## src/rtl/gpio_pkg.sv

```systemverilog
// Shared constants and the bank address formula for the banked GPIO block.
// Assumes byte addressing and 32-bit registers.
package gpio_pkg;
    localparam int PINS_PER_BANK = 8;
    localparam int DIR_OFFSET    = 4;
    localparam int HOLE_LO       = 'h90;
    localparam int HOLE_SIZE     = 'h10;

    // Register base of bank b, skipping the reserved window.
    function automatic int bank_base(input int b);
        int a;
        a = (b + 1) * 8;
        if (a >= HOLE_LO) a = a + HOLE_SIZE;
        return a;
    endfunction
endpackage

```

## src/rtl/gpio_addr_decode.sv

```systemverilog
// Address decoder: finds which bank register, if any, an address selects.
// Assumes ADDR_W is wide enough to hold the highest bank address.
module gpio_addr_decode
    import gpio_pkg::*;
#(
    parameter int NUM_BANKS = 20,
    parameter int ADDR_W    = 8,
    parameter int IDX_W     = 5
) (
    input  logic [ADDR_W-1:0] addr,
    output logic              hit,
    output logic              sel_dir,
    output logic [IDX_W-1:0]  bank_idx
);
    // Compare the address against every bank's data and direction slot.
    always_comb begin
        hit      = 1'b0;
        sel_dir  = 1'b0;
        bank_idx = '0;
        for (int b = 0; b < NUM_BANKS; b++) begin
            if (addr == ADDR_W'(bank_base(b))) begin
                hit      = 1'b1;
                sel_dir  = 1'b0;
                bank_idx = IDX_W'(b);
            end else if (addr == ADDR_W'(bank_base(b) + DIR_OFFSET)) begin
                hit      = 1'b1;
                sel_dir  = 1'b1;
                bank_idx = IDX_W'(b);
            end
        end
    end
endmodule

```

## src/rtl/gpio_sync.sv

```systemverilog
// Two-flop synchroniser for asynchronous pad inputs.
// Assumes each bit is independent; there is no bus coherency across bits.
module gpio_sync #(
    parameter int WIDTH = 160
) (
    input  logic             clk,
    input  logic             rst_n,
    input  logic [WIDTH-1:0] async_in,
    output logic [WIDTH-1:0] sync_out
);
    logic [WIDTH-1:0] stage1;

    // Shift the pad levels through two flops.
    always_ff @(posedge clk) begin
        if (!rst_n) begin
            stage1   <= '0;
            sync_out <= '0;
        end else begin
            stage1   <= async_in;
            sync_out <= stage1;
        end
    end
endmodule

```

## src/rtl/gpio_bank.sv

```systemverilog
// One bank of eight pins: output latch, direction latch and data readback.
// Assumes at most one of the two write enables is high in a cycle.
module gpio_bank
    import gpio_pkg::*;
(
    input  logic                     clk,
    input  logic                     rst_n,
    input  logic                     wr_data,
    input  logic                     wr_dir,
    input  logic [PINS_PER_BANK-1:0] wdata,
    input  logic [PINS_PER_BANK-1:0] pin_sync,
    output logic [PINS_PER_BANK-1:0] out_q,
    output logic [PINS_PER_BANK-1:0] dir_q,
    output logic [PINS_PER_BANK-1:0] data_rd
);
    // Output latch: loaded on every data write, whatever the direction.
    always_ff @(posedge clk) begin
        if (!rst_n)       out_q <= '0;
        else if (wr_data) out_q <= wdata;
    end

    // Direction latch: 1 means input, reset to all inputs.
    always_ff @(posedge clk) begin
        if (!rst_n)      dir_q <= '1;
        else if (wr_dir) dir_q <= wdata;
    end

    // Readback: live pin for inputs, latch for outputs.
    always_comb data_rd = (dir_q & pin_sync) | (~dir_q & out_q);
endmodule

```

## src/rtl/bank_gpio.sv

```systemverilog
// Banked GPIO top: decodes the bus, holds the per-bank latches, drives the pads.
// Assumes single-cycle writes and a combinational read of the addressed register.
module bank_gpio
    import gpio_pkg::*;
#(
    parameter int NUM_BANKS = 20,
    parameter int ADDR_W    = 8,
    localparam int NPINS    = NUM_BANKS * PINS_PER_BANK,
    localparam int IDX_W    = (NUM_BANKS > 1) ? $clog2(NUM_BANKS) : 1
) (
    input  logic              clk,
    input  logic              rst_n,
    input  logic [ADDR_W-1:0] bus_addr,
    input  logic              bus_wen,
    input  logic [31:0]       bus_wdata,
    output logic [31:0]       bus_rdata,
    input  logic [NPINS-1:0]  pad_in,
    output logic [NPINS-1:0]  pad_out,
    output logic [NPINS-1:0]  pad_oe
);
    logic             hit;
    logic             sel_dir;
    logic [IDX_W-1:0] bank_idx;
    logic [NPINS-1:0] pin_sync;
    logic [NUM_BANKS-1:0][PINS_PER_BANK-1:0] out_v, dir_v, rd_v;

    gpio_addr_decode #(.NUM_BANKS(NUM_BANKS), .ADDR_W(ADDR_W), .IDX_W(IDX_W)) u_dec (
        .addr(bus_addr), .hit(hit), .sel_dir(sel_dir), .bank_idx(bank_idx)
    );

    gpio_sync #(.WIDTH(NPINS)) u_sync (
        .clk(clk), .rst_n(rst_n), .async_in(pad_in), .sync_out(pin_sync)
    );

    for (genvar b = 0; b < NUM_BANKS; b++) begin : g_bank
        logic sel;
        // Per-bank select from the decoder.
        always_comb sel = bus_wen && hit && (bank_idx == IDX_W'(b));

        gpio_bank u_bank (
            .clk(clk), .rst_n(rst_n),
            .wr_data(sel && !sel_dir),
            .wr_dir(sel && sel_dir),
            .wdata(bus_wdata[PINS_PER_BANK-1:0]),
            .pin_sync(pin_sync[b*PINS_PER_BANK +: PINS_PER_BANK]),
            .out_q(out_v[b]), .dir_q(dir_v[b]), .data_rd(rd_v[b])
        );

        assign pad_out[b*PINS_PER_BANK +: PINS_PER_BANK] = out_v[b];
        assign pad_oe[b*PINS_PER_BANK +: PINS_PER_BANK]  = ~dir_v[b];
    end

    // Read mux: selected register in the low byte, zero elsewhere.
    always_comb begin
        bus_rdata = '0;
        if (hit)
            bus_rdata[PINS_PER_BANK-1:0] = sel_dir ? dir_v[bank_idx] : rd_v[bank_idx];
    end
endmodule

```

## config.mk

```make
export PLATFORM = sky130hd
export DESIGN_NAME = bank_gpio
export DESIGN_NICKNAME = d
export VERILOG_FILES = /design/src/rtl/gpio_pkg.sv /design/src/rtl/gpio_addr_decode.sv /design/src/rtl/gpio_sync.sv /design/src/rtl/gpio_bank.sv /design/src/rtl/bank_gpio.sv
export SDC_FILE = /design/constraint.sdc
export NUM_CORES = 1
export LEC_CHECK = 0
export BUFFER_PORTS_ARGS = -buffer_cell sky130_fd_sc_hd__buf_4
export CORE_ASPECT_RATIO = 1.5
export CORE_MARGIN = 2
export CORE_UTILIZATION = 49
export DETAILED_ROUTE_END_ITERATION = 8
export PLACE_DENSITY_LB_ADDON = 0.15
export SYNTH_ARGS = -nofsm -noshare
export SYNTH_HDL_FRONTEND = slang
export SYNTH_SLANG_ARGS = --single-unit
```

## constraint.sdc

```tcl
create_clock -name clk -period 2.8 [get_ports clk]
set_clock_uncertainty 0.05 [all_clocks]
set_input_delay 0.28 -clock clk [delete_from_list [all_inputs] [get_ports clk]]
set_output_delay 0.28 -clock clk [all_outputs]
set_load 0.01 [all_outputs]
```

Word-level counts from Yosys, hierarchy flattened --
Cells that the tools add are included.
Cells by class: $add $sub $neg 3, $lt $le $gt $ge 1, eq/ne operators 59, multiplexer cells 126, bitwise operators 80, reduce and logical (&&, ||, !) cells 63
Operators by type and width (count):
- $and A8 B8 Y8 | 40
- $mux W5 | 37
- $not A8 Y8 | 20
- $or A8 B8 Y8 | 20
- $eq A8 B7 Y1 const B | 16
- $bmux W8 S5 | 2
- $mux W1 | 80
- $eq A8 B6 Y1 const B | 8
- $logic_and A1 B1 Y1 | 61
- $eq A8 B8 Y1 const B | 7
- $mux W8 | 7
- $eq A5 B4 Y1 const B | 8
- $eq A8 B5 Y1 const B | 4
- $add A8 B4 Y8 const B | 3
- $eq A8 B8 Y1 | 3
- $eq A5 B3 Y1 const B | 4
- $eq A5 B5 Y1 const B | 4
- $eq A8 B4 Y1 const B | 2
- $eq A5 B2 Y1 const B | 2
- $lt A5 B6 Y1 const B | 1
- $eq A5 B1 Y1 const B | 1
- $logic_not A5 Y1 | 1
- $logic_not A1 Y1 | 1
Storage, ports and cells: flip-flop bits (word level) 640, input bits 203, output and inout bits 352, logic and storage cells 374

Longest topological paths before layout --
Gate-level depths: netlist of the first run.
depth after elaboration 44, depth in mapped cells 12, mapped depth without buffers 7

Modules after synthesis --
Synthesis of the first run repeated with hierarchy kept, for this count alone.
Unflattened totals: cells, all modules 2436, area, all modules 26354.0 um2
Modules (own cells, without submodules):
- gpio_bank | times used 20, cells an instance 59, area each 680.7 um2, seq. area each 320.3 um2
- gpio_sync | times used 1, cells an instance 675, area each 8589.5 um2, seq. area each 6406.1 um2
- bank_gpio | times used 1, cells an instance 545, area each 3931.3 um2, seq. area each 0.0 um2
- gpio_addr_decode | times used 1, cells an instance 36, area each 220.2 um2, seq. area each 0.0 um2

Worst setup path after synthesis of the first run --
Ideal clock, no wire load.
path kind input to output, start in bus_addr[3], end out bus_rdata[4], data arrival time 2502 ps, required time 2470 ps, path slack -32 ps, stages 9, path buffers 2, cell sequence or3_1 > clkbuf_1 > o221a_2 > nor2_2 > buf_4 > nor3_1 > o41a_1 > or4_1 > a32oi_1
Between the ends: longest elaborated chain between the ends 43, elaborated cells on any way between the ends 163, classes of those cells eq/ne (40); mux (123)
Ends and longest elaborated chain:
- start: declaration | line bank_gpio.sv:13 | input logic [ADDR_W-1:0] bus_addr,
- $eq A8 B5 Y1 / $eq A8 B4 Y1 (equally long branches) | line gpio_addr_decode.sv:25 | end else if (addr == ADDR_W'(bank_base(b) + DIR_OFFSET)) begin
- $mux W1 | line gpio_addr_decode.sv:25
- $mux W5 / $mux W1 (equally long branches) | line gpio_addr_decode.sv:21 | if (addr == ADDR_W'(bank_base(b))) begin
- $mux W5 / $mux W1 (equally long branches) | line gpio_addr_decode.sv:25
- $mux W5 / $mux W1 (equally long branches) | line gpio_addr_decode.sv:21
- $mux W5 / $mux W1 (equally long branches) | line gpio_addr_decode.sv:25
- $mux W5 / $mux W1 (equally long branches) | line gpio_addr_decode.sv:21
- $mux W5 / $mux W1 (equally long branches) | line gpio_addr_decode.sv:25
- [27 not listed]
- $mux W5 / $mux W1 (equally long branches) | line gpio_addr_decode.sv:25
- $mux W5 / $mux W1 (equally long branches) | line gpio_addr_decode.sv:21
- $mux W5 / $mux W1 (equally long branches) | line gpio_addr_decode.sv:25
- $mux W5 / $mux W1 (equally long branches) | line gpio_addr_decode.sv:21
- $bmux W8 S5 / $mux W1 (equally long branches) | line bank_gpio.sv:57, gpio_addr_decode.sv:25
- $mux W8 (not written as such) / $mux W1 (equally long branches) | line bank_gpio.sv:57, gpio_addr_decode.sv:21
- $mux W8 | line bank_gpio.sv:57 | bus_rdata[PINS_PER_BANK-1:0] = sel_dir ? dir_v[bank_idx] : rd_v[bank_idx];
- $mux W8 * | line bank_gpio.sv:56 | if (hit)
- end: declaration | line bank_gpio.sv:16 | output logic [31:0] bus_rdata,
Every way passes the cells marked *; elsewhere a longest branch is shown, timed or not. The select of a mux whose other input is x is not followed.

Worst setup path after layout of the first run --
start in bus_addr[5], end out bus_rdata[4]
Same word-level chain as after synthesis.

==> metrics list, run 1 <==
- Final hold analysis gives a worst-case slack of 0.173 ns.
* Gate Count Post-Synth: 2762
- Final Util: 70.9%
- In this run the horizontal extent of the chip is 191 um.
- Share of the cycle needed by the critical path after routing: 113%
* Reg-to-reg critical path startpoint: g_bank[4].u_bank.dir_q[3]
* CP Capture Type: output pin
* GR Util All Layers: 39.8%
* Number of clock buffers inserted by TritonCTS: 57
* Achievable clock frequency: 0.315 GHz
- Shortest period the worst path allows: 3.17 ns
* Actual transition at the worst max-transition pin: 1.02 ns
- Setup repair after global routing could not meet its margin everywhere.
- Of the total power, the share spent switching nets is 23.6%.
- Of all nets on the critical path, the largest fanout is 7.
* Reported net switching power: 0.00462 W
- Number of H-tree levels: 2
- FP Rows: 103
- The number of pins with negative max-slew slack in the final report is 0.
* Worst Path Class, Setup: in2out
- Pwr Density: 528 nW/um^2
- Finish-stage setup viols: 8
- CTS saw 640 sinks.
- Global routing finished with a remaining overflow of 0.
- Clock group share of total power: 42.2%
- Critical path required time: 2.47 ns
* Cell Chain, Critical Path: buf_12 -> and4b_4 -> o41a_4 -> nor2_4 -> buf_12 -> buf_6 -> o21ai_0 -> a31oi_1 -> buf_4 -> or4b_4 -> a32oi_4 -> buf_6
- Yosys mapped a number of flops with a built-in enable equal to 0.
* Post-synthesis sequential element count: 640
* Routed vias: 24610
- Area added between synthesis and finish: 43.6%
* Number of port buffers: 506
- Highest layer used for signal routing: met4
- Post-route design area: 37100 um^2
* Sequential share of power: 48.1%
* Path depth of the worst reg2reg path: 3
- CTS clk-pin slew, worst paths: 0.06 ns
- Later-pin clock latency in the skew report: 0.61 ns
* Reported max-cap violation count: 0
- After the last flow step, the layout net total stands at 3821.
- Drt drc: 0
- Post-synthesis sequential area ratio: 49.6%
* Async SR Flop Fraction: 0%
* DR WL/cell: 25.8 um
* Vias in the first global route: 24730
* Post-DP Area: 32000 um^2
- For hold timing, the worst endpoint is g_bank[5].u_bank.out_q[6].
- Total length of routed wires: 112000 um
* Setup slack of the critical path after layout: -0.375 ns
- The setup check on the worst reg-to-reg path leaves a slack of 1.74 ns.
* Endpoint of the most critical register-to-register path: g_bank[4].u_bank.dir_q[3]
- Number of antenna violations at the first check in global routing: 1
- In the final layout, flip-flops and latches occupy 12800 um^2.
* Worst slew slack as a fraction of its limit: 31.6%
* Fraction of final layout cells with drive strength greater than 1: 29.7%
- Data arrives at the worst endpoint at 2.84 ns.
- Buffer depth of the longest clock path: 3
- HP Start: bus_wdata[6]
* Vias per cell: 5.66
* Synth Flop Type: sky130_fd_sc_hd__dfxtp_1
- Initial DRC count: 2018
- TritonCTS clock tree: done
* Count of boundary I/O pins: 555
* Final-report hold violation count: 0
- The die covers 54600 um^2.
- Standard cell core area: 52300 um^2
- The flow ran to the end, but the final reports show violations.
- Internal power summed over all cells: 0.0150 W
- Routed Antenna Nets: 0
- For this run, the number of Yosys warnings is 0.
- Instance count along the most critical hold path: 3
- Die outline height: 285 um
* Failing checks: negative setup slack
- Setup crit start kind: input pin
- The completed layout was analyzed and its total power is 0.0196 W.
- Routed length on met2: 55300 um
- The tree is rooted in a sky130_fd_sc_hd__clkbuf_16.
- Share of total power in combinational logic: 9.7%
- Starting density of the core: 49.4%
- Area of the multi-input gates: 12300 um^2
* Number of unique standard cell types used by synthesis: 78
- Detailed-route wire length on metal 1: 40700 um
* Average size of a mapped cell: 9.35 um^2
* Detailed route wirelength on metal3: 6920 um
- VDD sags by at most 0.540 mV.
- ANT cells: 0
- Mapped Area: 25800 um^2
- Pin count of the biggest net entering global routing: 111
- Slowest library cell on the worst path: sky130_fd_sc_hd__o41a_4
- The min-delay analysis places its worst path in the category in2reg.
- Wire length of the first global-routing pass: 160000 um
* Filler cell count in the final layout: 3885
- The wire-length estimate of the detail-placed layout is 82400 um.
- For this run, the slowest stage of the critical path takes 0.49 ns.
- Final RePlAce weighted congestion: 1.02
- The first TritonRoute pass finished after 8 iterations.
* Leakage dissipation: 17.1 nW
==> area by class of cell <==
class / count / area share (%)
clock buffers: 85 / 4.51
clock inverters: 23 / 0.793
flip-flops and latches: 640 / 34.6
inverters: 164 / 1.66
well taps: 682 / 2.30
repair buffers: 997 / 22.9
multi-input cells: 1758 / 33.2
==> power by group through the flow <==
stage	sequential, W	combinational [W]	clock [W]
after floorplan	0.00957	0.000725	0
after global placement	0.00962	0.00146	0
after detailed placement	0.00962	0.00147	0
after CTS	0.00942	0.00180	0.00828
after global routing	0.00943	0.00198	0.00863
final	0.00942	0.00190	0.00826
==> cell families after synthesis <==
logic type	after synthesis	synth area share [%]
buffers and inverters	387	6.21
AOI/OAI and AO/OA	546	15.0
xor gates and xnor gates	1	0.0339
DFF	640	49.6
other	1	0.0145
muxes	247	10.2
and+or+nand+nor	940	18.9
==> per-layer routing <==
| layer | up-vias | global-route usage [%] |
|---|---|---|
| li1 | 11071 | - |
| met1 | 11848 | 44.7 |
| met2 | 1308 | 69.3 |
| met3 | 383 | 5.29 |
| met4 | 0 | 27.6 |
| met5 | - | 0 |
==> worst max path at each step <==
stage / endpoint / slack, ns / start / depth (start not counted)
2_1_floorplan: bus_rdata[1] / 0.01 / bus_addr[4] / 9
3_3_place_gp: bus_rdata[3] / -0.80 / bus_addr[3] / 13
3_5_place_dp: bus_rdata[3] / -0.83 / bus_addr[3] / 13
4_1_cts: bus_rdata[3] / -0.35 / g_bank[18].u_bank.dir_q[3] / 8
5_1_grt: bus_rdata[3] / -0.41 / bus_addr[3] / 13
6_report: bus_rdata[4] / -0.37 / bus_addr[5] / 12
==> critical path, delay by kind of cell <==
family                 cells  cell delay, ns
buffers and inverters      5            0.68
AND/OR/NAND/NOR            3            0.87
AO/OA/AOI/OAI              4            1.02
==> registers in the layout, indices dropped and copies added, names as in the netlist <==
signal	flops
u_sync.stage1	160
g_bank.u_bank.out_q	160
u_sync.sync_out	160
g_bank.u_bank.dir_q	160
==> synthesized netlist by cell type, types with 26 or more instances <==
cell                       count  share of area (%)
sky130_fd_sc_hd__buf_2        30               0.58
sky130_fd_sc_hd__nand3_1      85                1.6
sky130_fd_sc_hd__o21ai_0      64                1.2
sky130_fd_sc_hd__a21boi_0     88                2.6
sky130_fd_sc_hd__clkbuf_1    157                2.3
sky130_fd_sc_hd__nand2_1     325                4.7
sky130_fd_sc_hd__o211ai_1    172                5.0
sky130_fd_sc_hd__nor2_1       46               0.67
sky130_fd_sc_hd__mux2i_1     220                8.5
sky130_fd_sc_hd__buf_4        26               0.76
sky130_fd_sc_hd__dfxtp_1     640                 50
sky130_fd_sc_hd__nor2b_1      92                2.2
sky130_fd_sc_hd__inv_1       164                2.4
sky130_fd_sc_hd__a21oi_1      78                1.5
sky130_fd_sc_hd__a211oi_1     34               0.99
sky130_fd_sc_hd__and2_1      325                7.9
==> what timing repair did <==
action,4_1_cts,5_1_grt
resized for setup,209,50
pin swaps,51,29
buffers inserted,36,11
setup endpoints to repair,8,11
hold buffers,161,0
hold endpoints to repair,163,0
cloned,1,1
==> through the flow <==
stage / setup TNS [ns] / instances / setup slack [ns]
final: -2.38 / 4349 / -0.375
after global routing: -2.69 / 4349 / -0.410
after CTS: -2.16 / 4337 / -0.354
after detailed placement: -15.72 / 4040 / -0.831
after global placement: -13.44 / 4040 / -0.803
after floorplan: 0 / 2785 / 0.0116
==> layout by cell type (no fill, tap or decap), drive strengths merged, types with 78 or more instances in the layout <==
cell type and instances:
nor2b 92, nand3 85, clkbuf 86, nand2 326
o211ai 173, buf 835, inv 166, dfxtp 640
and2 326, a21boi 89, mux2i 220, a21oi 78
dlygate4sd3 161
Note: power is estimated with default switching activity, not from simulation.
==> run 2, diff against run 1 <==
CORE_UTILIZATION = 55   (was 49)
clock period = 3.22 ns   (was 2.8 ns; I/O delays follow)
==> run 2 against run 1 <==
  * The run still ends with negative setup slack left
  * Worst setup slack improved by 0.19 ns
  * Non-clock buffer count decreased by 45
  * Wire length increased by 12%
  * Via count increased by 8.4%
  * Combinational power decreased by 14%
  * Total power decreased by 14%
  * Register-to-register slack improved by 0.14 ns
  * Die area decreased by 11%
  * Critical path depth unchanged
  * Largest cell class unchanged
==> metrics list, run 2 (same netlist as run 1, synthesis figures left out) <==
- Run status: finished, violations left
- The final reports fail on negative setup slack.
- Global routing finished with a remaining overflow of 0.
- Arrival time worst endpoint: 3.04 ns
- Critical path required time: 2.85 ns
- The worst register-to-register path begins at g_bank[3].u_bank.dir_q[5].
- Leading cell type in the layout, fill and taps excluded: sky130_fd_sc_hd__buf_4
* Standard cell core area: 46500 um^2
- Drt drc: 0
- Area of the multi-input gates: 12100 um^2
- Buffer type at the clock tree root: sky130_fd_sc_hd__clkbuf_16
* Routed vias: 26668
* Hold WC Path Type: in2reg
- Counting the buffers created by CTS gives 55.
- Buffers placed on the I/O ports in this run total 506.
* Endpoint of the most critical register-to-register path: g_bank[3].u_bank.dir_q[5]
* HP Start: rst_n
* Hold_ws: 0.177 ns
- In the post-route analysis, the smallest setup slack over all paths is -0.189 ns.
- Counting instances, the worst hold path has a depth of 2.
- For the worst flop-to-flop path, the logic depth is 2.
* Worst Path Class, Setup: in2out
* CP Capture Type: output pin
- TritonCTS clock tree: done
- Register-to-register setup slack: 1.88 ns
* Total length of routed wires: 126000 um
* Number of antenna violations at the first check in global routing: 4
- From bottom edge to top edge, the die measures 269 um.
- Fin nets: 3774
* Die Span X: 181 um
- Summed over all nets, the half-perimeter wirelength after detailed placement is 83600 um.
- The clock tree synthesis step divided the H-tree into 2 levels.
- At the end of routability-driven placement, the weighted congestion stood at 1.04.
* Vias per cell: 6.33
* Pwr Density: 467 nW/um^2
- Highest ir drop seen on vdd: 0.455 mV
* Max-slew violation total from the final report: 0
* Buffer depth of the longest clock path: 3
- Leakage dissipation: 16.8 nW
- Of the cells placed in the final design, the portion with a size suffix greater than 1 is 28.3%.
- Reported max-cap violation count: 0
* Count of boundary I/O pins: 555
- The first global-routing pass estimated 179000 um of wire.
- Achievable clock frequency: 0.293 GHz
* Share of the cycle needed by the critical path after routing: 106%
- Starting density of the core: 55.6%
- Pin count of the biggest net entering global routing: 143
- Across every metal layer, demand over resource in global routing totals 49.7%.
- Finish-stage setup viols: 7
* Sequential standard cell area: 12800 um^2
* Final-report hold violation count: 0
- Shortest period the worst path allows: 3.41 ns
- Post-Place Setup Slack: -0.756 ns
- Routed Antenna Nets: 0
- Area enclosed by the die boundary: 48700 um^2
- Actual transition at the worst max-transition pin: 0.819 ns
* Commonest cells after routing, fill and taps aside: sky130_fd_sc_hd__buf_4 (740), sky130_fd_sc_hd__dfxtp_1 (639), sky130_fd_sc_hd__and2_1 (325)
- The number of global-route vias before repair was 27240.
- Sink of the worst hold path: g_bank[8].u_bank.dir_q[2]
- At the later pin of the worst-skew pair, clock insertion delay measures 0.60 ns.
* DRT Pass-1 Iters: 6
- Clock sink count: 640
* Worst slew slack as a fraction of its limit: 43.8%
- Overall power consumption after layout is estimated at 0.0169 W.
- In the final routed layout, each cell accounts on average for 29.8 um.
* RSZ-0062 raised after global routing: yes
- CTS clk-pin slew, worst paths: 0.07 ns
* Area added between synthesis and finish: 40.3%
- The detailed router finished its first iteration with 3312 violations.
* Source of the critical timing path: bus_addr[7]
* Crit-path max FO: 8
- Filler cell count in the final layout: 2578
* Setup crit start kind: input pin
- The initialized floorplan defines 97 standard-cell rows.
run 2: changes by cell type in the layout (fill, tap and decap cells not counted), moves of 6 or more:
cell / change
sky130_fd_sc_hd__a211oi_1: +10
sky130_fd_sc_hd__a211oi_2: -11
sky130_fd_sc_hd__a21oi_1: -8
sky130_fd_sc_hd__buf_12: -10
sky130_fd_sc_hd__buf_4: -14
sky130_fd_sc_hd__buf_6: -20
sky130_fd_sc_hd__clkbuf_1: -8
sky130_fd_sc_hd__dfxtp_1: +6
run 2: where the power goes:
group          internal [W]  switching, W  leakage, nW  total, W
logic              0.000758      0.000886         10.6   0.00164
registers           0.00811     0.0000971         5.23   0.00821
clock network       0.00388       0.00318        0.941   0.00706
total                0.0127       0.00416         16.8    0.0169
run 2: per-stage QoR:
stage / util [%] / TNS (ns) / cells / instance area (um^2)
2_1_floorplan: - / 0 / 2785 / 25900
3_3_place_gp: 68.1 / -3.02 / 3926 / 31700
3_5_place_dp: 68.1 / -2.91 / 3926 / 31700
4_1_cts: 77.1 / -0.435 / 4205 / 35800
5_1_grt: 77.9 / -1.04 / 4212 / 36200
6_report: 78.0 / -0.757 / 4213 / 36200
run 2: layout make-up:
type / count / area share, %
Inverter: 164 / 1.70
Clock buffer: 78 / 4.48
Sequential cell: 640 / 35.4
Timing Repair Buffer: 952 / 22.1
Clock inverter: 26 / 0.798
Multi-Input combinational cell: 1758 / 33.5
Tap cell: 594 / 2.05
Antenna cell: 1 / 0.00691
run 2: how the worst max path moves through the flow:
stage                               to  slack (ns)  cells past startpoint
after global placement    bus_rdata[5]       -0.88                     12
after detailed placement  bus_rdata[5]       -0.76                     12
after floorplan           bus_rdata[4]        0.30                      9
final                     bus_rdata[4]       -0.19                     12
after global routing      bus_rdata[6]       -0.24                     12
after CTS                 bus_rdata[4]       -0.16                     11
run 2: routing by layer:
| metal | GRT usage (%) | vias to the layer above | part of all wire (%) |
|---|---|---|---|
| li1 | - | 10981 | - |
| met2 | 83.2 | 2265 | 48 |
| met5 | 1.00 | - | 0.080 |
| met3 | 10.2 | 843 | 8.9 |
| met4 | 50.0 | 8 | 12 |
| met1 | 50.1 | 12571 | 31 |
run 2: worst max-delay path, stage by stage:
cell and delay, ns:
sky130_fd_sc_hd__buf_12 0.11, sky130_fd_sc_hd__and4b_4 0.22, sky130_fd_sc_hd__o41a_4 0.52, sky130_fd_sc_hd__nor2_4 0.18, sky130_fd_sc_hd__buf_4 0.17, sky130_fd_sc_hd__buf_12 0.11, sky130_fd_sc_hd__o21ai_0 0.09, sky130_fd_sc_hd__a31oi_2 0.33
sky130_fd_sc_hd__or4b_4 0.54, sky130_fd_sc_hd__a32oi_2 0.19, sky130_fd_sc_hd__buf_4 0.15, sky130_fd_sc_hd__buf_6 0.09
run 2: what timing repair did:
action                                 4_1_cts  5_1_grt
setup endpoints to repair                    8        8
pin swaps                                   28       22
setup buffers                               13        9
gates cloned                                 2        0
resized for setup                          102       78
endpoints found under the hold margin      160        0
hold buffers                               160        0
